<file path="src/rtl/i2c_adc_seq_pkg.sv">
package i2c_adc_seq_pkg;

  typedef enum logic [1:0] {
    OP_START = 2'd0,
    OP_WRITE = 2'd1,
    OP_READ  = 2'd2,
    OP_STOP  = 2'd3
  } bus_op_e;

  typedef enum logic [2:0] {
    EXP_NONE,
    EXP_START,
    EXP_ADDR_W,
    EXP_DATA_W,
    EXP_ADDR_R,
    EXP_RD_ACK,
    EXP_RD_NACK
  } expect_e;

  localparam logic [7:0] ST_START   = 8'h08;
  localparam logic [7:0] ST_RESTART = 8'h10;
  localparam logic [7:0] ST_AW_ACK  = 8'h18;
  localparam logic [7:0] ST_DW_ACK  = 8'h28;
  localparam logic [7:0] ST_AR_ACK  = 8'h40;
  localparam logic [7:0] ST_RD_ACK  = 8'h50;
  localparam logic [7:0] ST_RD_NACK = 8'h58;

  typedef struct packed {
    bus_op_e    op;
    logic [7:0] data;
    logic       ack;
    expect_e    expect_st;
  } step_cmd_t;

  typedef enum logic [1:0] {
    S_IDLE,
    S_WAIT,
    S_ABORT
  } seq_state_e;

endpackage

</file>
<file path="src/rtl/adc_seq_steps.sv">
module adc_seq_steps
  import i2c_adc_seq_pkg::*;
#(
  parameter logic [6:0] ADDR7   = 7'h48,
  parameter int         CHAN_W  = 2,
  parameter int         DISCARD = 4,
  parameter int         STEP_W  = 4
) (
  input  logic [STEP_W-1:0] step,
  input  logic [CHAN_W-1:0] chan,
  output step_cmd_t         cmd
);
  localparam int RD_FIRST = 6;
  localparam int RD_LAST  = RD_FIRST + DISCARD;

  always_comb begin
    cmd.op        = OP_STOP;
    cmd.data      = 8'h00;
    cmd.ack       = 1'b0;
    cmd.expect_st = EXP_NONE;
    if (int'(step) == 0 || int'(step) == 4) begin
      cmd.op        = OP_START;
      cmd.expect_st = EXP_START;
    end else if (int'(step) == 1) begin
      cmd.op        = OP_WRITE;
      cmd.data      = {ADDR7, 1'b0};
      cmd.expect_st = EXP_ADDR_W;
    end else if (int'(step) == 2) begin
      cmd.op        = OP_WRITE;
      cmd.data      = 8'(chan);
      cmd.expect_st = EXP_DATA_W;
    end else if (int'(step) == 5) begin
      cmd.op        = OP_WRITE;
      cmd.data      = {ADDR7, 1'b1};
      cmd.expect_st = EXP_ADDR_R;
    end else if (int'(step) >= RD_FIRST && int'(step) < RD_LAST) begin
      cmd.op        = OP_READ;
      cmd.ack       = 1'b1;
      cmd.expect_st = EXP_RD_ACK;
    end else if (int'(step) == RD_LAST) begin
      cmd.op        = OP_READ;
      cmd.expect_st = EXP_RD_NACK;
    end
  end
endmodule

</file>
<file path="src/rtl/adc_seq_status_check.sv">
module adc_seq_status_check
  import i2c_adc_seq_pkg::*;
(
  input  expect_e    exp_st,
  input  logic [7:0] status,
  output logic       ok
);
  always_comb begin
    case (exp_st)
      EXP_START:   ok = (status == ST_START) || (status == ST_RESTART);
      EXP_ADDR_W:  ok = (status == ST_AW_ACK);
      EXP_DATA_W:  ok = (status == ST_DW_ACK);
      EXP_ADDR_R:  ok = (status == ST_AR_ACK);
      EXP_RD_ACK:  ok = (status == ST_RD_ACK);
      EXP_RD_NACK: ok = (status == ST_RD_NACK);
      default:     ok = 1'b1;
    endcase
  end
endmodule

</file>
<file path="src/rtl/i2c_adc_read_seq.sv">
module i2c_adc_read_seq
  import i2c_adc_seq_pkg::*;
#(
  parameter logic [6:0] ADDR7   = 7'h48,
  parameter int         CHAN_W  = 2,
  parameter int         DISCARD = 4
) (
  input  logic              clk,
  input  logic              rst,
  input  logic              req,
  input  logic [CHAN_W-1:0] chan,
  output logic              done,
  output logic              err,
  output logic [7:0]        result,
  output logic              bus_en,
  output logic              cmd_req,
  output logic [1:0]        cmd_op,
  output logic [7:0]        cmd_data,
  output logic              cmd_ack,
  input  logic              cmd_done,
  input  logic [7:0]        cmd_status,
  input  logic [7:0]        cmd_rdata
);
  localparam int FINAL_STEP = 7 + DISCARD;
  localparam int STEP_W     = $clog2(FINAL_STEP + 2);

  seq_state_e        state;
  logic [STEP_W-1:0] step;
  logic [CHAN_W-1:0] chan_q;
  expect_e           exp_q;

  logic [STEP_W-1:0] step_sel;
  logic [CHAN_W-1:0] chan_sel;
  step_cmd_t         nxt;
  logic              status_ok;

  assign step_sel = (state == S_IDLE) ? '0 : step + 1'b1;
  assign chan_sel = (state == S_IDLE) ? chan : chan_q;

  adc_seq_steps #(
    .ADDR7(ADDR7), .CHAN_W(CHAN_W), .DISCARD(DISCARD), .STEP_W(STEP_W)
  ) u_steps (
    .step(step_sel), .chan(chan_sel), .cmd(nxt)
  );

  adc_seq_status_check u_check (
    .exp_st(exp_q), .status(cmd_status), .ok(status_ok)
  );

  always_ff @(posedge clk) begin
    if (rst) begin
      state    <= S_IDLE;
      step     <= '0;
      chan_q   <= '0;
      exp_q    <= EXP_NONE;
      done     <= 1'b0;
      err      <= 1'b0;
      result   <= 8'h00;
      bus_en   <= 1'b0;
      cmd_req  <= 1'b0;
      cmd_op   <= 2'd0;
      cmd_data <= 8'h00;
      cmd_ack  <= 1'b0;
    end else begin
      done    <= 1'b0;
      err     <= 1'b0;
      cmd_req <= 1'b0;
      case (state)
        S_IDLE: begin
          if (req) begin
            chan_q   <= chan;
            step     <= '0;
            bus_en   <= 1'b1;
            cmd_req  <= 1'b1;
            cmd_op   <= nxt.op;
            cmd_data <= nxt.data;
            cmd_ack  <= nxt.ack;
            exp_q    <= nxt.expect_st;
            state    <= S_WAIT;
          end
        end
        S_WAIT: begin
          if (cmd_done) begin
            if (int'(step) == FINAL_STEP) begin
              done   <= 1'b1;
              bus_en <= 1'b0;
              state  <= S_IDLE;
            end else if (!status_ok) begin
              cmd_req  <= 1'b1;
              cmd_op   <= OP_STOP;
              cmd_data <= 8'h00;
              cmd_ack  <= 1'b0;
              state    <= S_ABORT;
            end else begin
              if (exp_q == EXP_RD_NACK) result <= cmd_rdata;
              step     <= step + 1'b1;
              cmd_req  <= 1'b1;
              cmd_op   <= nxt.op;
              cmd_data <= nxt.data;
              cmd_ack  <= nxt.ack;
              exp_q    <= nxt.expect_st;
            end
          end
        end
        S_ABORT: begin
          if (cmd_done) begin
            err    <= 1'b1;
            bus_en <= 1'b0;
            state  <= S_IDLE;
          end
        end
        default: state <= S_IDLE;
      endcase
    end
  end
endmodule

</file>
<file path="config.mk">
export PLATFORM = sky130hd
export DESIGN_NAME = i2c_adc_read_seq
export DESIGN_NICKNAME = d
export VERILOG_FILES = /design/src/rtl/i2c_adc_seq_pkg.sv /design/src/rtl/adc_seq_steps.sv /design/src/rtl/adc_seq_status_check.sv /design/src/rtl/i2c_adc_read_seq.sv
export SDC_FILE = /design/constraint.sdc
export NUM_CORES = 1
export LEC_CHECK = 0
export ABC_AREA = 1
export BUFFER_PORTS_ARGS = -buffer_cell sky130_fd_sc_hd__clkbuf_2
export CORE_MARGIN = 2
export CORE_UTILIZATION = 56
export CTS_BUF_LIST = sky130_fd_sc_hd__clkbuf_4 sky130_fd_sc_hd__clkbuf_8
export DETAILED_ROUTE_END_ITERATION = 8
export GPL_ROUTABILITY_DRIVEN = 0
export GPL_TIMING_DRIVEN = 0
export PLACE_DENSITY = 0.82
export SYNTH_ARGS = -nofsm -noshare
export SYNTH_HDL_FRONTEND = slang
export SYNTH_HIERARCHICAL = 1
export SYNTH_SLANG_ARGS = --single-unit
</file>
<file path="constraint.sdc">
create_clock -name clk -period 2.59 [get_ports clk]
set_input_delay 0.518 -clock clk [delete_from_list [all_inputs] [get_ports clk]]
set_output_delay 0.518 -clock clk [all_outputs]
set_load 0.05 [all_outputs]
</file>
## Word level (Yosys, flattened, before mapping)

Index checks and enable logic that the tools add are counted.

- Add/sub/neg operators: 1
- Multiply operators: 0
- Divide/modulo/power cells: 0
- Order comparisons: 2
- Equal/unequal tests: 28
- Shift-type cells: 0
- Muxes and demuxes: 63
- Bitwise logic cells: 4
- Reduce and logical (&&, ||, !) cells: 15

Operators by type and width:

| operator | number |
|---|---|
| $mux 8 | 5 |
| $mux 3 | 10 |
| $eq 8x7->1 const B | 3 |
| $mux 2 | 12 |
| $mux 10 | 2 |
| $mux 4 | 5 |
| $mux 1 | 19 |
| $eq 4x4->1 const B | 4 |
| $eq 8x5->1 const B | 2 |
| $pmux 8 s2 | 1 |
| $reduce_and 5->1 | 3 |
| $ne 2x2->1 const B | 6 |
| $eq 3x3->1 const B | 3 |
| $mux 9 | 1 |
| $eq 8x4->1 const B | 1 |
| $eq 8x6->1 const B | 1 |
| $pmux 4 s2 | 1 |
| $reduce_and 4->1 | 2 |
| $eq 3x2->1 const B | 2 |
| $pmux 1 s6 | 1 |
| $pmux 2 s3 | 1 |
| $pmux 3 s2 | 1 |
| $add 4x1->4 const B | 1 |
| $eq 4x2->1 const B | 1 |
| other kinds (20) | 25 |

- Register bits: 34
- Bits in latches: 0
- RAM bits: 0
- ROM bits: 0
- Output and inout port bits: 23
- Logic and storage cells: 125
- Memories: 0

## Logic depth before layout (Yosys ltp)

- Word-level depth: 13
- Gate-level depth with buffers: 16

## Cells and area by module

The synthesis kept the hierarchy.

By module, submodules not included:

| module | instances | cells an instance | area an instance (um2) | sequential area each (um2) |
|---|---|---|---|---|
| i2c_adc_read_seq | 1 | 253 | 1730.4 | 680.7 |
| adc_seq_status_check | 1 | 41 | 176.4 | 0.0 |
| adc_seq_steps | 1 | 37 | 171.4 | 0.0 |

## Worst setup path after synthesis

OpenSTA, ideal clock, no wires.

- Kind: input to register
- Start: input cmd_status[6]
- End: register result[0]
- Setup time: 0.065 ns
- Arrival time: 1.775 ns
- Setup slack: 0.750 ns
- Cell stages on the path: 15
- Path buffers: 0
- Cell sequence: inv_1 -> nand3_1 -> nand2_1 -> nand2_1 -> nor2_1 -> nand3_1 -> nand2_1 -> nand2_1 -> nand2_1 -> nand2_1 -> nor2_4 -> nand3_1 -> nor2_4 -> nor2_1 -> nor2_1

- Cells in the longest elaborated chain, start to end: 4
- Elaborated cells between the ends (all ways): 10
- Classes of those cells: 7 x eq/ne; 1 x mux; 2 x reduce/logical

RTL lines:

| what | RTL line | text |
|---|---|---|
| start, declared | i2c_adc_read_seq.sv:21 | `input logic [7:0] cmd_status,` |
| $eq 8x4->1 or $eq 8x5->1 (tied branches) | adc_seq_status_check.sv:10 | `EXP_START: ok = (status == ST_START) \|\| (status == ST_RESTART);` |
| $logic_or 1x1->1 | adc_seq_status_check.sv:10 |  |
| $pmux 1 s6 (*) | adc_seq_status_check.sv:9 | `case (exp_st)` |
| net status_ok | i2c_adc_read_seq.sv:35 | `logic status_ok;` |
| $reduce_and 5->1 (no source line) (*) | - |  |
| end signal, assigned | i2c_adc_read_seq.sv:95 | `if (exp_q == EXP_RD_NACK) result <= cmd_rdata;` |
| end, declared | i2c_adc_read_seq.sv:14 | `output logic [7:0] result,` |

The timed path passes the listed nets; every way through them passes the cells marked *.
A chain may end at the register's enable or synchronous reset.

## Worst setup path after layout

- Start: register exp_q[1]
- End: register result[6]

- Cells in the longest elaborated chain, start to end: 3
- Elaborated cells between the ends (all ways): 8
- Classes of those cells: 6 x eq/ne; 1 x mux; 1 x reduce/logical

RTL lines:

| what | RTL line | text |
|---|---|---|
| start, declared | i2c_adc_read_seq.sv:30 | `expect_e exp_q;` |
| start signal, assigned | i2c_adc_read_seq.sv:78 | `exp_q <= nxt.expect_st;` |
| start signal, assigned | i2c_adc_read_seq.sv:101 | `exp_q <= nxt.expect_st;` |
| $eq 3x3->1 (tied with other cells) | adc_seq_status_check.sv:9 |  |
| $pmux 1 s6 (*) | adc_seq_status_check.sv:9 |  |
| net status_ok | i2c_adc_read_seq.sv:35 |  |
| $reduce_and 5->1 (no source line) (*) | - |  |

Marked as above.

==> impl_metrics.json <==
{
  "outcome": "complete, no violations",
  "critPathLaunchType": "flip-flop",
  "grt_max_degree": 12,
  "crit_path_end_kind": "flip-flop",
  "synthArstFlopShare_pct": 0,
  "finalSetupTns_ns": 0,
  "cp_max_fo": 9,
  "yosys.area.top_type_share_pct": 32.75,
  "crit_end": "result[6]",
  "worst_r2r_endpoint": "result[6]",
  "path_cells": "nand2_1, nand3_1, nand2_1, nor2_1, nand3_1, nand2_1, nand2_1, nand2_1, nand2_1, nor2_4, nand3_1, nor2_4, nor2_1, nor2_1",
  "fin_worst_skew_ns": 0.008949,
  "clk_path_buf_depth": 2,
  "clock-sinks": 34,
  "antennaDiodeCount": 0,
  "slowest_delay_ns": 0.49,
  "dieArea_um2": 4215,
  "report.final.slew_viol_count": 0,
  "r2r-start": "exp_q[1]",
  "die_x_um": 64.92,
  "portBuffers": 44,
  "cts-htree-levels": 2,
  "grt_use_total_pct": 22.24,
  "critPathKind": "reg -> reg",
  "avgSynthCellArea_um2": 6.279,
  "fin_util_pct": 68.36,
  "drtAntennaViolNets": 0,
  "hold_violations": 0,
  "overflow": 0,
  "drt_pre_antenna_iters": 4,
  "clk_pin_slew_worst_paths_ns": 0.07,
  "cts_setup_buffers": 0,
  "hpwl_um": 3385,
  "drive_gt1_share_pct": 20.73,
  "ys_ff_latch": 34,
  "rows": 22,
  "startpoint": "exp_q[1]",
  "drc": 0,
  "numCtsBuffers": 5,
  "min_period_ns": 2.180,
  "path_depth": 14,
  "antenna_found_initial": 0,
  "yosys-top-cells-area": "dfxtp_1 33%, nand2_1 15%, nor2_1 11%, inv_1 7.9%, nand3_1 6.7%",
  "synth_top_cell_by_area": "dfxtp_1",
  "arrival_ns": 2.40,
  "drtIter0Drc": 122,
  "crit_buf_inv": 0,
  "finalWirelength_um": 4485,
  "fin_nets": 411,
  "synth_flop_cell": "dfxtp_1",
  "start_util_pct": 57.63,
  "synth_edf_count": 0,
  "rsz0062_at_grt": "false",
  "holdBufCountCts": 0,
  "wl_per_cell_um": 10.33,
  "period_share_pct": 84.17,
  "synthCells": 331,
  "crit_slowest_cell": "dfxtp_1",
  "ir_drop_v": 0.0009724,
  "num_io_pins": 45,
  "ys.warnings.count": 6,
  "ys_types": 25,
  "cp_common_cell": "nand2_1",
  "syn_to_final_growth_pct": 18.60,
  "grt_pass1_vias": 1806,
  "synth_area_um2": 2078,
  "ctsResizeCount": 0,
  "dr_total_vias": 2105,
  "reg2reg_slack_ns": 0.41,
  "leakagePower_uw": 0.001309,
  "reg2reg_depth": 14,
  "ys_seq_area_share_pct": 32.75,
  "clock_latency_ns": 0.28,
  "via_per_inst": 4.850,
  "layout_commonest_cell": "nand2_1",
  "fp.dieH_um": 64.92,
  "path_delay_family": "simple AND/OR/NAND/NOR gates",
  "grt_pass1_wl_um": 7452,
  "cts_tree": "yes",
  "fmax_mhz": 458.7,
  "cap_viol_max_count": 0,
  "powerDensity_nw_per_um2": 1208,
  "core_area_um2": 3606,
  "worstPathRequired_ns": 2.81,
  "clk_root_buffer_cell": "clkbuf_8",
  "layout_common_cells": "82 x nand2_1, 61 x nor2_1, 44 x inv_1, 44 x clkbuf_2, 34 x dfxtp_1",
  "hold_path.class": "reg -> reg",
  "finalSetupViolCount": 0
}
==> sequential cells by signal (all words and copies together), names as in the netlist <==
| register | count |
|---|---|
| cmd_data | 8 |
| result | 8 |
| step | 4 |
| exp_q | 3 |
| chan_q | 2 |
| cmd_op | 2 |
| state | 2 |
| bus_en | 1 |
| cmd_ack | 1 |
| cmd_req | 1 |
| done | 1 |
| err | 1 |
==> final cells by class <==
cell class	count	area (um2)
Clock buffer	6	82.58
Tap cell	48	60.06
Multi-Input combinational cell	235	1114
Sequential cell	34	680.7
Fill cell	348	1141
Buffer	14	103.9
Timing Repair Buffer	44	220.2
Inverter	51	191.4
Clock inverter	2	12.51
==> cells by family (layout without fill, tap and decap cells) <==
kind of cell / count (synthesis) / count (layout) / share of synthesized area [%]
DFF: 34 / 34 / 32.75
other: 1 / 4 / 0.1804
and+or+nand+nor: 198 / 198 / 42.02
adders and majority gates: 4 / 4 / 2.408
buffers and inverters: 65 / 117 / 14.21
AOI/OAI and AO/OA: 27 / 27 / 7.585
xor gates and xnor gates: 2 / 2 / 0.8430
==> synth_stat cells, drive strengths merged, types with 3 or more instances <==
| library cell | number |
|---|---|
| nand3 | 31 |
| buf | 9 |
| o21ai | 5 |
| a21oi | 13 |
| dfxtp | 34 |
| clkbuf | 5 |
| inv | 51 |
| ha | 4 |
| nand4 | 12 |
| a21boi | 9 |
| nor2 | 66 |
| nand2 | 86 |
| nor3 | 3 |
==> through the flow <==
step	power, uW	std cells	hold WS (ns)	setup WS, ns	cell area, um2
2_1_floorplan	2217	334	0.4238	0.7501	2090
3_3_place_gp	2530	426	0.4330	0.4163	2370
3_5_place_dp	2559	426	0.4438	0.3839	2370
4_1_cts	2979	434	0.4500	0.4280	2465
5_1_grt	3247	434	0.4583	0.1363	2465
6_report	2978	434	0.4478	0.4099	2465
==> power breakdown <==
group	internal (uW)	switching, uW	total [uW]
logic	581	1220	1800
registers	658	111	769
clock network	214	194	408
==> layer usage <==
layer / share of wire [%] / up-vias / GRT usage, %
met3: 6.6 / 6 / 5.035
met2: 46 / 60 / 38.27
li1: - / 1132 / -
met4: 1.2 / 0 / 6.915
met1: 46 / 907 / 27.45
met5: 0 / - / 0
==> how the worst min path moves through the flow <==
stage,from,endpoint,slack [ns],depth (start not counted)
global route,rst,err,0.46,2
detailed placement,chan_q[1],chan_q[1],0.44,2
floorplan,chan_q[0],chan_q[0],0.42,2
finish,chan_q[1],chan_q[1],0.45,2
global placement,chan_q[0],chan_q[0],0.43,2
CTS,rst,err,0.45,2
==> worst register-to-register path, cell delays in order, from the launching register on <==
cell and delay, ns:
dfxtp_1 0.49, nand2_1 0.15, nand3_1 0.10, nand2_1 0.05
nor2_1 0.12, nand3_1 0.08, nand2_1 0.06, nand2_1 0.04
nand2_1 0.16, nand2_1 0.12, nor2_4 0.23, nand3_1 0.15
nor2_4 0.21, nor2_1 0.06, nor2_1 0.09
(Power assumes the default switching activity.)
